### config.mk
export PLATFORM = sky130hd
export DESIGN_NAME = perirq_gen
export DESIGN_NICKNAME = d
export VERILOG_FILES = /design/src/rtl/perirq_pkg.sv /design/src/rtl/perirq_ctl.sv /design/src/rtl/perirq_rate_dec.sv /design/src/rtl/perirq_timebase.sv /design/src/rtl/perirq_status.sv /design/src/rtl/perirq_gen.sv
export SDC_FILE = /design/constraint.sdc
export NUM_CORES = 1
export LEC_CHECK = 0
export BUFFER_PORTS_ARGS = -buffer_cell sky130_fd_sc_hd__clkbuf_2
export CAP_MARGIN = 20
export CORE_MARGIN = 4
export CORE_UTILIZATION = 27
export DETAILED_ROUTE_END_ITERATION = 10
export GPL_TIMING_DRIVEN = 0
export PLACE_DENSITY = 0.53
export SLEW_MARGIN = 20
export SYNTH_ARGS = -nofsm -noshare
export SYNTH_HDL_FRONTEND = slang
export SYNTH_SLANG_ARGS = --single-unit
### constraint.sdc
create_clock -name clk -period 4.3 [get_ports clk]
set_clock_uncertainty 0.05 [all_clocks]
set_input_delay 0.645 -clock clk [delete_from_list [all_inputs] [get_ports clk]]
set_output_delay 0.645 -clock clk [all_outputs]
set_load 0.01 [all_outputs]
### src/rtl/perirq_pkg.sv
package perirq_pkg;
    localparam int RATE_W       = 4;   // rate code field width
    localparam int EN_BIT       = 6;   // enable bit in the mode register
    localparam int STAT_IRQ_BIT = 7;   // summary interrupt flag
    localparam int STAT_PER_BIT = 6;   // periodic source flag
    localparam int ALIAS_MAX    = 2;   // highest code that aliases to a slow rate
    localparam int ALIAS_OFFSET = 7;   // code + offset gives the aliased code

    typedef enum logic {
        SEL_RATE = 1'b0,
        SEL_MODE = 1'b1
    } reg_sel_e;
endpackage

### src/rtl/perirq_ctl.sv
module perirq_ctl
    import perirq_pkg::*;
#(
    parameter int DATA_W = 8
) (
    input  logic              clk,
    input  logic              rst_n,
    input  logic              wr,
    input  logic              sel,
    input  logic [DATA_W-1:0] wdata,
    output logic [RATE_W-1:0] code_q,
    output logic              en_q
);
    typedef struct packed {
        logic [RATE_W-1:0] code;
        logic              en;
    } ctl_t;

    ctl_t ctl_d, ctl_q;
    logic unused_wdata;

    assign unused_wdata = ^wdata;

    always_comb begin
        ctl_d = ctl_q;
        if (wr) begin
            if (sel == SEL_RATE) begin
                ctl_d.code = wdata[RATE_W-1:0];
            end else begin
                ctl_d.en = wdata[EN_BIT];
            end
        end
    end

    always_ff @(posedge clk or negedge rst_n) begin
        if (!rst_n) begin
            ctl_q <= '0;
        end else begin
            ctl_q <= ctl_d;
        end
    end

    assign code_q = ctl_q.code;
    assign en_q   = ctl_q.en;
endmodule

### src/rtl/perirq_rate_dec.sv
module perirq_rate_dec
    import perirq_pkg::*;
#(
    parameter int CNT_W = 15
) (
    input  logic [RATE_W-1:0] code,
    output logic              active,
    output logic [CNT_W-1:0]  mask
);
    localparam logic [CNT_W-1:0] ONE = CNT_W'(1);

    logic [RATE_W-1:0] eff;
    logic [RATE_W-1:0] shift;

    always_comb begin
        eff = code;
        if ((code != '0) && (code <= RATE_W'(ALIAS_MAX))) begin
            eff = code + RATE_W'(ALIAS_OFFSET);
        end
        shift  = eff - RATE_W'(1);
        active = (code != '0);
        mask   = (ONE << shift) - ONE;
    end
endmodule

### src/rtl/perirq_timebase.sv
module perirq_timebase #(
    parameter int CNT_W = 15
) (
    input  logic             clk,
    input  logic             rst_n,
    input  logic             base_tick,
    input  logic             arm,
    input  logic [CNT_W-1:0] mask,
    output logic             fire
);
    typedef struct packed {
        logic [CNT_W-1:0] cnt;
    } tb_t;

    tb_t tb_d, tb_q;
    logic [CNT_W-1:0] cnt_nx;

    always_comb begin
        tb_d   = tb_q;
        cnt_nx = tb_q.cnt + CNT_W'(1);
        fire   = 1'b0;
        if (base_tick) begin
            tb_d.cnt = cnt_nx;
            // boundary: low bits of the new count all zero
            fire = arm && ((cnt_nx & mask) == '0);
        end
    end

    always_ff @(posedge clk or negedge rst_n) begin
        if (!rst_n) begin
            tb_q <= '0;
        end else begin
            tb_q <= tb_d;
        end
    end
endmodule

### src/rtl/perirq_status.sv
module perirq_status
    import perirq_pkg::*;
#(
    parameter int DATA_W = 8
) (
    input  logic              clk,
    input  logic              rst_n,
    input  logic              fire,
    input  logic              rd,
    output logic [DATA_W-1:0] flags_q
);
    typedef struct packed {
        logic [DATA_W-1:0] flags;
    } st_t;

    st_t st_d, st_q;

    always_comb begin
        st_d = st_q;
        if (rd) begin
            st_d.flags = '0;
        end
        if (fire) begin
            st_d.flags[STAT_IRQ_BIT] = 1'b1;
            st_d.flags[STAT_PER_BIT] = 1'b1;
        end
    end

    always_ff @(posedge clk or negedge rst_n) begin
        if (!rst_n) begin
            st_q <= '0;
        end else begin
            st_q <= st_d;
        end
    end

    assign flags_q = st_q.flags;
endmodule

### src/rtl/perirq_gen.sv
module perirq_gen
    import perirq_pkg::*;
#(
    parameter int CNT_W  = 15,
    parameter int DATA_W = 8
) (
    input  logic              clk,
    input  logic              rst_n,
    input  logic              base_tick,
    input  logic              ctl_wr,
    input  logic              ctl_sel,
    input  logic [DATA_W-1:0] ctl_wdata,
    input  logic              stat_rd,
    output logic [DATA_W-1:0] stat_rdata,
    output logic              irq_o
);
    localparam int CODE_W = RATE_W;

    logic [CODE_W-1:0] code_q;
    logic              en_q;
    logic              rate_active;
    logic [CNT_W-1:0]  rate_mask;
    logic              fire;
    logic [DATA_W-1:0] flags_q;

    perirq_ctl #(.DATA_W(DATA_W)) u_ctl (
        .clk    (clk),
        .rst_n  (rst_n),
        .wr     (ctl_wr),
        .sel    (ctl_sel),
        .wdata  (ctl_wdata),
        .code_q (code_q),
        .en_q   (en_q)
    );

    perirq_rate_dec #(.CNT_W(CNT_W)) u_dec (
        .code   (code_q),
        .active (rate_active),
        .mask   (rate_mask)
    );

    perirq_timebase #(.CNT_W(CNT_W)) u_tb (
        .clk       (clk),
        .rst_n     (rst_n),
        .base_tick (base_tick),
        .arm       (rate_active & en_q),
        .mask      (rate_mask),
        .fire      (fire)
    );

    perirq_status #(.DATA_W(DATA_W)) u_st (
        .clk     (clk),
        .rst_n   (rst_n),
        .fire    (fire),
        .rd      (stat_rd),
        .flags_q (flags_q)
    );

    assign stat_rdata = flags_q;
    assign irq_o      = flags_q[STAT_IRQ_BIT];
endmodule

* Word-level counts from Yosys, hierarchy flattened *
Index checks and enable logic that the tools add are counted.

operators by class
  $add $sub $neg = 4
  magnitude comparators = 1
  shift operators = 1
  mux-type cells = 4
  bitwise gates (word level) = 3
  reductions and logical operators = 7

operators by type and width
  cell                   number
  $add 15x1->15 const B  1
  $and 15x15->15         1
  $logic_not 15->1       1
  $shl 1x4->15 const A   1
  $sub 15x1->15 const B  1
  $mux 8                 1
  $add 4x3->4 const B    1
  $le 4x2->1 const B     1
  $mux 4                 1
  $reduce_and 2->1       2
  $reduce_bool 4->1      1
  $sub 4x1->4 const B    1
  $logic_and 1x1->1      2
  $mux 2                 1
  $reduce_bool 2->1      1
  $and 1x1->1            1
  $mux 1                 1
  $not 1->1              1

storage, ports and cells
  register bits = 22
  input port bits = 14
  output and inout bits = 9
  word-level logic and storage cells = 24

* Depth between registers and ports, before layout *
Gate-level depths: netlist of run 1.

  word-level depth = 11
  mapped depth = 15
  depth with buffers taken out = 13

* Modules after synthesis *
A second synthesis of run 1 with hierarchy kept.

unflattened totals
  cells, all modules = 237
  area total of the unflattened synthesis = 1,984.4 µm²

by module, submodules not included
  module           times used  cells each  area each (µm²)  seq. area each (µm²)
  perirq_timebase  1           114         1,033.5          375.4
  perirq_rate_dec  1           98          641.9            0.0
  perirq_ctl       1           12          202.7            125.1
  perirq_status    1           11          92.6             25.0
  perirq_gen       1           2           13.8             0.0

* Least setup slack after synthesis of run 1 *
No wires, ideal clock.

  kind = register to register
  start point = reg u_ctl.ctl_q (netlist bit u_ctl.code_q[1])
  end point = reg u_st.st_q (netlist bit u_st.flags_q[6])
  setup time = 0.095 ns
  arrival time = 3.266 ns
  required time = 4.155 ns
  setup slack = 0.888 ns
  stages on the path, launching flop included = 15
  path buffers = 3
  clock period less this slack = 3.412 ns
  cells stage by stage = dfrtp_1 -> clkbuf_1 -> inv_1 -> ha_1 -> buf_2 -> nor3_1 -> a41o_1 -> nand2_1 -> ha_1 -> clkbuf_1 -> a22o_1 -> o21ai_0 -> o21ai_0 -> a211o_1 -> o32ai_2

between the ends
  word-level cells in the longest chain between the ends = 11
  elaborated cells between the ends (all ways) = 15
  those cells by class = 3 x add/sub; 1 x order compare; 1 x shift; 3 x mux; 2 x bitwise; 5 x reduce/logical

ends and longest elaborated chain
  element                                                 line                                          source
  start: declaration                                      perirq_ctl.sv:19                              ctl_t ctl_d, ctl_q;
  start signal: assignment                                perirq_ctl.sv:39                              ctl_q <= ctl_d;
  $le 4x2->1 / $reduce_bool 4->1 (equally long branches)  perirq_rate_dec.sv:17, perirq_rate_dec.sv:21
  $logic_and 1x1->1                                       perirq_rate_dec.sv:17                         if ((code != '0) && (code <= RATE_W'(ALIAS_MAX))) begin
  $mux 4                                                  perirq_rate_dec.sv:17
  $sub 4x1->4                                             perirq_rate_dec.sv:20                         shift = eff - RATE_W'(1);
  $shl 1x4->15                                            perirq_rate_dec.sv:22                         mask = (ONE << shift) - ONE;
  $sub 15x1->15                                           perirq_rate_dec.sv:22
  $and 15x15->15                                          perirq_timebase.sv:25                         fire = arm && ((cnt_nx & mask) == '0);
  $logic_not 15->1                                        perirq_timebase.sv:25
  $logic_and 1x1->1 (*)                                   perirq_timebase.sv:25
  $mux 1 (*)                                              perirq_timebase.sv:22                         if (base_tick) begin
  $mux 2 / $reduce_bool 2->1 (equally long branches)      n/a
  end signal: assignment                                  perirq_status.sv:33                           st_q <= st_d;
  end: declaration                                        perirq_status.sv:16                           st_t st_d, st_q;

Every way passes the cells marked *; elsewhere a longest branch is shown, timed or not.
A chain may end at the register's enable or synchronous reset.

* Final worst setup path of run 1 *
Ends and elaborated chain as after synthesis.

==> flow_summary.ini, run 1 <==
[clock_tree]
worstSkewPairLatency_ns = 0.26
path_clk_slew_ns = 0.08
cts_buffer_depth = 2
hold_buffers = 0
h-tree-depth = 1
clock_sinks = 21
cts_tree = built
clockRootBuffer = clkbuf_8
numCtsBuffers = 3

[detailed_routing]
drc_errors = 0
wl_um = 3890
vias = 1483
dr.pass1.iters = 4
first_iter_violations = 77
avgViaCountPerCell = 4.89
ant_nets = 0
wl_per_cell_um = 12.8

[sta]
relSlewSlack_pct = 52.7
tightest_slew_ns = 0.706
tns_ns = 0
slew_violations = 0
rsz0062_at_grt = false
finalCriticalPeriod_ns = 3.81
setup_violations = 0
hold_viol = 0
fmax_ghz = 0.262
period_share_pct = 88.6

[grt]
grt_max_degree = 22
grt_pass1_wl_um = 6840
groute.usage.overall_pct = 11.1
gr-total-overflow = 0
grt_pass1_vias = 1428
antenna_found_initial = 0

[critical_path]
crit_arrival_ns = 3.94
start_kind = flop
cp_num_buf_inv = 4
crit_fanout = 10
crit_type = reg -> reg
r2r_cells = 14
slowest_delay_ns = 0.52
timing.rr.end = u_st.flags_q[6]
r2r-start = u_ctl.code_q[1]
endpoint_kind = flop
crit_chain = clkbuf_2 > inv_1 > ha_1 > buf_2 > or4_1 > o22ai_1 > nand2_1 > ha_1 > clkbuf_1 > a22o_1 > o21ai_0 > o21ai_0 > a211o_1 > o32ai_2
crit_family = compound AO/OA/AOI/OAI gates
slowest_stage = or4_1
critPathRequiredTime_ns = 4.43
regToRegSetupSlack_ns = 0.49

[yosys]
synthMuxAreaShare_pct = 3.82
synth-seq-cells = 21
synth_edf_count = 0
avgSynthCellArea_um2 = 8.44
synth_compound_area_share_pct = 17.6
synth-xor-area-share_pct = 12.6
synth-adder-area-share_pct = 2.88
yosys.area_share.simple_pct = 25.2
synth_seq_area_share_pct = 30.2
synth_flop_cell = dfrtp_1
synth_warnings = 0
synth_area_um2 = 1740
synth_cells = 206
synth_top_family_by_area = simple AND/OR/NAND/NOR gates
synth_cell_type_count = 52
async_reset_ff_share_pct = 100

[outcome]
run_status = finished, final reports clean

[place]
dp_hpwl_um = 3060
gp_congestion = 0.827
place_area_um2 = 1920
portBuffers = 13

[pwr]
vdd_ir_drop_max_mv = 0.110
p_leak_nw = 0.812
finalPower_uw = 752
powerDensity_nw_per_um2 = 382

[die]
die_h_um = 88.2
fp.dieW_um = 88.2
coreArea_um2 = 6100
start_util_pct = 28.5
io_pins = 23
die_area_um2 = 7780
num_rows = 28

[layout]
fin_nets = 247
area_delta_synth_final_pct = 13.2
mostFrequentLayoutCell = nand2_1
final_area_um2 = 1970
drive_above_1_share_pct = 16.2
postLayoutCoreUtil_pct = 32.3
diodes = 0
mostFrequentLayoutCells = nand2_1, dfrtp_1, xnor2_1

[run]
maxCapViolCount = 0

[worst_hold_path]
hold_class = in -> async
[cells by family after synthesis]
logic type,Yosys count
fa+ha+maj,4
buf+inv,24
flops,21
simple gates,85
other cells,1
xor+xnor,25
mux,6
compound gates,40
[registers in the layout, indices dropped and copies added (netlist names)]
| signal | cells |
|---|---|
| u_ctl.code_q | 4 |
| u_tb.tb_q | 15 |
| u_st.flags_q | 1 |
| u_ctl.en_q | 1 |
[power breakdown]
group,switching (mW),internal [mW],total (mW)
combinational,0.193,0.147,0.340
clock,0.0680,0.0646,0.133
sequential,0.0412,0.238,0.279
total,0.303,0.450,0.752
[layout make-up]
type	instances	area [µm²]
buffer	19	111
fill	640	4130
multi-input combinational	166	1110
tap	75	93.8
sequential	21	526
timing repair buffer	13	65.1
inverter	5	18.8
clock buffer	3	41.3
clock inverter	1	5.00
[timing repair]
item                       CTS  global route
setup endpoints to repair    0             1
hold endpoints to repair     0             0
resized for setup            0             3
setup buffers                0             0
[per-layer routing]
layer  vias up  track usage [%]  share of wire, %  wire, µm
met5         -                0                 0         0
met4         0             2.88               1.0        40
met3         5             1.68               2.2        84
met2        14             17.8                47      1810
met1       693             15.7                50      1950
li1        771                -                 -         -
[cell usage after synthesis, types with 5 or more instances]
master / n / area share, %
a21oi_1: 6 / 1.7
o21ai_0: 6 / 1.7
buf_4: 8 / 3.5
xor2_1: 10 / 5.0
nand4_1: 6 / 2.2
mux2_2: 5 / 3.2
nor3_1: 9 / 2.6
clkbuf_1: 9 / 1.9
xnor2_1: 15 / 7.6
nand2_1: 23 / 5.0
nand3_1: 11 / 3.2
inv_1: 5 / 1.1
nor2_1: 12 / 2.6
dfrtp_1: 21 / 30
[worst max path at each step]
stage	startpoint	endpoint	slack [ns]	cells past startpoint
after CTS	u_ctl.code_q[1]	u_st.flags_q[6]	0.29	14
final	u_ctl.code_q[1]	u_st.flags_q[6]	0.49	14
after detailed placement	u_ctl.code_q[1]	u_st.flags_q[6]	0.32	14
after global placement	u_ctl.code_q[1]	u_st.flags_q[6]	0.45	14
after global routing	u_ctl.code_q[1]	u_st.flags_q[6]	0.15	14
after floorplan	u_ctl.code_q[1]	u_st.flags_q[6]	0.89	14
[through the flow]
| stage | hold WS, ns | std cells | worst slack [ns] |
|---|---|---|---|
| 2_1_floorplan | 0.299 | 211 | 0.888 |
| 3_3_place_gp | 0.439 | 299 | 0.445 |
| 3_5_place_dp | 0.438 | 299 | 0.317 |
| 4_1_cts | 0.315 | 303 | 0.294 |
| 5_1_grt | 0.339 | 303 | 0.147 |
| 6_report | 0.300 | 303 | 0.488 |
No activity file was read; power rests on OpenSTA's default activity.
==> inputs of run 2 (changes only) <==
--- a/config.mk
+++ b/config.mk
@@ -10,7 +10,7 @@
 export CORE_MARGIN = 4
 export CORE_UTILIZATION = 27
 export DETAILED_ROUTE_END_ITERATION = 10
-export GPL_TIMING_DRIVEN = 0
+export GPL_TIMING_DRIVEN = 1
 export PLACE_DENSITY = 0.53
 export SLEW_MARGIN = 20
 export SYNTH_ARGS = -nofsm -noshare
==> run 2 against run 1 <==
Against the previous run: power decreased by 1.9%; register-to-register slack improved by 0.04 ns; sequential power is 10% higher; largest power group is now registers; highest routed layer unchanged.
==> flow_summary.ini, run 2 (synthesis results as in run 1) <==
[outcome]
run_status = finished, final reports clean

[sta]
fmax_ghz = 0.265
finalCriticalPeriod_ns = 3.77
rsz0062_at_grt = false
tns_ns = 0
setup_violations = 0
relSlewSlack_pct = 60.9
tightest_slew_ns = 0.572
period_share_pct = 87.6
slew_violations = 0
hold_viol = 0

[detailed_routing]
wl_per_cell_um = 13.2
first_iter_violations = 85
dr.pass1.iters = 4
ant_nets = 0
vias = 1494
drc_errors = 0
wl_um = 3760
avgViaCountPerCell = 5.22

[critical_path]
regToRegSetupSlack_ns = 0.53
r2r_cells = 12
setup.worst_path.end = u_st.flags_q[6]
critical_path_depth = 12
crit_family = compound AO/OA/AOI/OAI gates
r2r-start = u_ctl.code_q[1]
endpoint_kind = flop
crit_chain = inv_1 > ha_1 > nor3_1 > a41o_1 > nand2_1 > ha_1 > nor2b_1 > a22o_1 > o21ai_0 > o21ai_0 > a211o_1 > o32ai_2
crit_fanout = 13
crit_arrival_ns = 3.90
crit_type = reg -> reg
cp-startpoint = u_ctl.code_q[1]
slowest_delay_ns = 0.60
start_kind = flop
timing.rr.end = u_st.flags_q[6]
slowest_stage = dfrtp_1
cp_num_buf_inv = 1
critPathRequiredTime_ns = 4.43

[clock_tree]
clockRootBuffer = clkbuf_8
h-tree-depth = 1
worstSkewPairLatency_ns = 0.26
hold_buffers = 0
postCtsResizedCells = 0
numCtsBuffers = 3
clock_sinks = 21
cts_buffer_depth = 2
path_clk_slew_ns = 0.08
cts_setup_buffers = 0
cts_tree = built

[place]
portBuffers = 13
place_area_um2 = 1820
gp_congestion = 0.795
dp_hpwl_um = 2880
place_inst = 282

[layout]
drive_above_1_share_pct = 12.3
largest_reg_flops = 15
mostFrequentLayoutCells = nand2_1, dfrtp_1, xnor2_1
final_area_um2 = 1870
largest_register = u_tb.tb_q
layoutNonFillerInstCount = 286
diodes = 0
mostFrequentLayoutCell = nand2_1
area_delta_synth_final_pct = 7.34
fin_nets = 230

[pwr]
finalPower_uw = 738
intPower_uw = 438
p_comb_share_pct = 40.3
power.net_switching_uw = 301
seq_power_share_pct = 41.8
vdd_ir_drop_max_mv = 0.160
p_leak_nw = 0.751
power_frac_clock_pct = 18.0
swShare_pct = 40.7
powerDensity_nw_per_um2 = 396

[die]
fp.dieW_um = 88.2
die_area_um2 = 7780
die_h_um = 88.2
start_util_pct = 28.5
coreArea_um2 = 6100
num_rows = 28
io_pins = 23

[grt]
grt_max_degree = 22
antenna_found_initial = 0
groute.usage.overall_pct = 10.5
gr-total-overflow = 0
grt_pass1_vias = 1418
grt_pass1_wl_um = 6540

[worst_hold_path]
hold_class = in -> async

[run]
maxCapViolCount = 0
-- run 2: cell count changes in the layout (fill, tap and decap cells not counted), sizes merged --
cell	before	now
clkbuf	25	17
clkinv	1	0
buf	10	2
-- run 2: metrics by stage --
step | utilization (%) | setup WS (ns) | hold slack [ns]
6_report | 30.6 | 0.531 | 0.297
5_1_grt | 30.6 | 0.153 | 0.347
4_1_cts | 30.6 | 0.543 | 0.315
3_5_place_dp | 29.9 | 0.577 | 0.439
3_3_place_gp | 29.9 | 0.617 | 0.435
2_1_floorplan | - | 0.888 | 0.299
-- run 2: layout make-up --
type / instances / area, µm²
fillers: 672 / 4230
multi-input cells: 166 / 1100
flip-flops and latches: 21 / 526
well taps: 75 / 93.8
repair buffers: 15 / 80.1
clock buffers: 4 / 45.0
inverters: 5 / 18.8
-- run 2: worst min-delay path by stage --
stage	end	slack, ns	cells after the start
5_1_grt	u_tb.tb_q[1]	0.35	1
4_1_cts	u_tb.tb_q[1]	0.32	1
3_5_place_dp	u_tb.tb_q[14]	0.44	1
2_1_floorplan	u_ctl.code_q[0]	0.30	0
6_report	u_tb.tb_q[5]	0.30	1
3_3_place_gp	u_tb.tb_q[14]	0.44	1
-- run 2: worst register-to-register path, stage by stage, from the launching register on --
cell,delay (ns)
dfrtp_1,0.60
inv_1,0.11
ha_1,0.30
nor3_1,0.44
a41o_1,0.40
nand2_1,0.09
ha_1,0.33
nor2b_1,0.18
a22o_1,0.28
o21ai_0,0.21
o21ai_0,0.12
a211o_1,0.31
o32ai_2,0.25
-- run 2: power by group through the flow --
stage                     Sequential [mW]  Combinational (mW)  Clock, mW
final                               0.308               0.297      0.133
after global routing                0.319               0.338      0.147
after CTS                           0.308               0.298      0.140
after detailed placement            0.312               0.295          0
after global placement              0.311               0.293          0
after floorplan                     0.276               0.268          0
-- run 2: layer usage --
| layer | vias up | global-route usage (%) | wire length, µm |
|---|---|---|---|
| met5 | - | 0 | 0 |
| met4 | 0 | 2.88 | 30 |
| met3 | 4 | 1.68 | 98 |
| met2 | 22 | 16.7 | 1760 |
| met1 | 730 | 14.6 | 1880 |
| li1 | 738 | - | - |
==> inputs of run 3 (changes only) <==
--- a/config.mk
+++ b/config.mk
@@ -5,13 +5,16 @@
 export SDC_FILE = /design/constraint.sdc
 export NUM_CORES = 1
 export LEC_CHECK = 0
+export ABC_AREA = 1
 export BUFFER_PORTS_ARGS = -buffer_cell sky130_fd_sc_hd__clkbuf_2
 export CAP_MARGIN = 20
+export CELL_PAD_IN_SITES_DETAIL_PLACEMENT = 2
+export CELL_PAD_IN_SITES_GLOBAL_PLACEMENT = 2
 export CORE_MARGIN = 4
 export CORE_UTILIZATION = 27
 export DETAILED_ROUTE_END_ITERATION = 10
 export GPL_TIMING_DRIVEN = 1
-export PLACE_DENSITY = 0.53
+export PLACE_DENSITY = 0.78
 export SLEW_MARGIN = 20
 export SYNTH_ARGS = -nofsm -noshare
 export SYNTH_HDL_FRONTEND = slang
==> run 3 against run 2 <==
Against the previous run: setup slack better by 0.68 ns; synthesized area up 7.1%; die area up 6.5%; critical path depth up 5; final area up 7.7%; largest cell class unchanged.
==> flow_summary.ini, run 3 <==
[die]
die_h_um = 91.0
coreArea_um2 = 6760
num_rows = 30
start_util_pct = 27.6
die_area_um2 = 8290
fp.dieW_um = 91.0
io_pins = 23

[critical_path]
r2r-start = u_ctl.code_q[0]
crit_type = reg -> reg
timing.rr.end = u_st.flags_q[6]
crit_chain = inv_1 > ha_1 > inv_1 > nand4_1 > nand2_4 > nand3_1 > ha_1 > o22ai_1 > nor3_1 > nand2_1 > nor2_1 > nand4_1 > nor2_1 > nand3_1 > nor2_1 > nand3_1 > nand2_1
start_kind = flop
crit_family = simple AND/OR/NAND/NOR gates
crit_arrival_ns = 3.24
regToRegSetupSlack_ns = 1.22
slowest_delay_ns = 0.45
endpoint_kind = flop
cp_num_buf_inv = 2
crit_fanout = 9
critPathRequiredTime_ns = 4.46
r2r_cells = 17
slowest_stage = dfrtp_1

[clock_tree]
postCtsResizedCells = 0
clockRootBuffer = clkbuf_8
numCtsBuffers = 3
path_clk_slew_ns = 0.09
worstSkewPairLatency_ns = 0.26
h-tree-depth = 1
clock_sinks = 21
cts_setup_buffers = 0
hold_buffers = 0
cts_buffer_depth = 2
cts_tree = built

[yosys]
synth_edf_count = 0
synth_area_um2 = 1860
synth_seq_area_share_pct = 28.2
async_reset_ff_share_pct = 100
synth_top_area_cell = dfrtp_1
synth.area.top_cells = dfrtp_1, nand2_1, nand3_1
synth_cell_type_count = 31
synth_warnings = 0
netlist.area_leader.share_pct = 28.2
synth_cells = 270
synth_flop_cell = dfrtp_1
synthTopCellsByCount = nand2_1, nor2_1, nand3_1
avgSynthCellArea_um2 = 6.90
synth.most_common_cell = nand2_1
synth-seq-cells = 21

[sta]
setup_violations = 0
slew_violations = 0
fmax_ghz = 0.324
hold_viol = 0
finalCriticalPeriod_ns = 3.08
rsz0062_at_grt = false
relSlewSlack_pct = 61.9
tns_ns = 0
period_share_pct = 71.7
tightest_slew_ns = 0.572

[layout]
final_area_um2 = 2010
largest_register = u_tb.tb_q
layoutNonFillerInstCount = 360
fin_nets = 299
num-fill-cells = 848
area_delta_synth_final_pct = 7.93
mostFrequentLayoutCell = nand2_1
mostFrequentLayoutCells = nand2_1, nor2_1, nand3_1
diodes = 0
largest_reg_flops = 15
drive_above_1_share_pct = 15.7

[outcome]
run_status = finished, final reports clean

[grt]
gr-total-overflow = 0
grt_pass1_vias = 1965
grt_max_degree = 22
groute.usage.overall_pct = 13.4
grt_pass1_wl_um = 9290
antenna_found_initial = 0

[place]
gp_congestion = 0.809
place_inst = 356
dp_hpwl_um = 4320
portBuffers = 13
place_area_um2 = 1960

[run]
maxCapViolCount = 0

[pwr]
vdd_ir_drop_max_mv = 0.162
powerDensity_nw_per_um2 = 383
p_leak_nw = 0.988

[detailed_routing]
drc_errors = 0
vias = 1799
wl_met2_um = 2820
wl_um = 5300
avgViaCountPerCell = 5.00
highest_layer = met3
first_iter_violations = 34
drt-met1-wl_um = 2440
dr.pass1.iters = 4
wl_met3_um = 38
ant_nets = 0
wl_per_cell_um = 14.7

[worst_hold_path]
hold_class = in -> async
## run 3: changes by cell type after synthesis, sizes merged, moves of 6 or more
cell,previous run,this run
clkbuf,9,3
inv,5,27
nand2,23,80
nand3,11,30
nand4,6,12
nor2,12,39
xnor2,15,1
## run 3: layout make-up
class / instances / area (µm²) / share of cell area [%]
clock buffer: 3 / 41.3 / 2.05
clock inverter: 1 / 5.00 / 0.249
inverter: 28 / 110 / 5.48
multi-input combinational: 214 / 1160 / 57.8
sequential: 21 / 526 / 26.2
timing repair buffer: 13 / 65.1 / 3.24
tap: 80 / 100 / 4.98
## run 3: layer usage
metal	global-route usage (%)	up-vias
li1	-	880
met3	0.829	0
met1	16.7	909
met2	25.4	10
met4	2.51	0
met5	0	-
## run 3: worst max-delay path by stage
stage                    start              end  depth (start not counted)
2_1_floorplan  u_ctl.code_q[0]  u_st.flags_q[6]                         17
3_3_place_gp   u_ctl.code_q[0]  u_st.flags_q[6]                         17
3_5_place_dp   u_ctl.code_q[0]  u_st.flags_q[6]                         17
4_1_cts        u_ctl.code_q[0]  u_st.flags_q[6]                         17
5_1_grt        u_ctl.code_q[0]  u_st.flags_q[6]                         17
6_report       u_ctl.code_q[0]  u_st.flags_q[6]                         17
## run 3: logic make-up after synthesis
group | Yosys count | share of synthesized area [%]
flops | 21 | 28.2
simple gates | 170 | 45.2
fa+ha+maj | 4 | 2.69
xor+xnor | 14 | 6.59
buf+inv | 40 | 10.3
other cells | 1 | 0.201
compound gates | 20 | 6.79
## run 3: report_power, final
part           internal, mW  switching, mW  total (mW)
Combinational         0.116          0.239       0.355
Clock                0.0646         0.0712       0.136
Sequential            0.237         0.0433       0.280
Total                 0.417          0.354       0.770
## run 3: per-stage QoR
stage	hold WS, ns	setup WS [ns]	power [mW]	utilization [%]
after global routing	0.349	0.779	0.845	29.7
after CTS	0.325	1.16	0.784	29.7
after detailed placement	0.457	1.20	0.642	29.1
after floorplan	0.299	1.81	0.550	-
final	0.304	1.22	0.770	29.7
after global placement	0.434	1.34	0.619	29.1
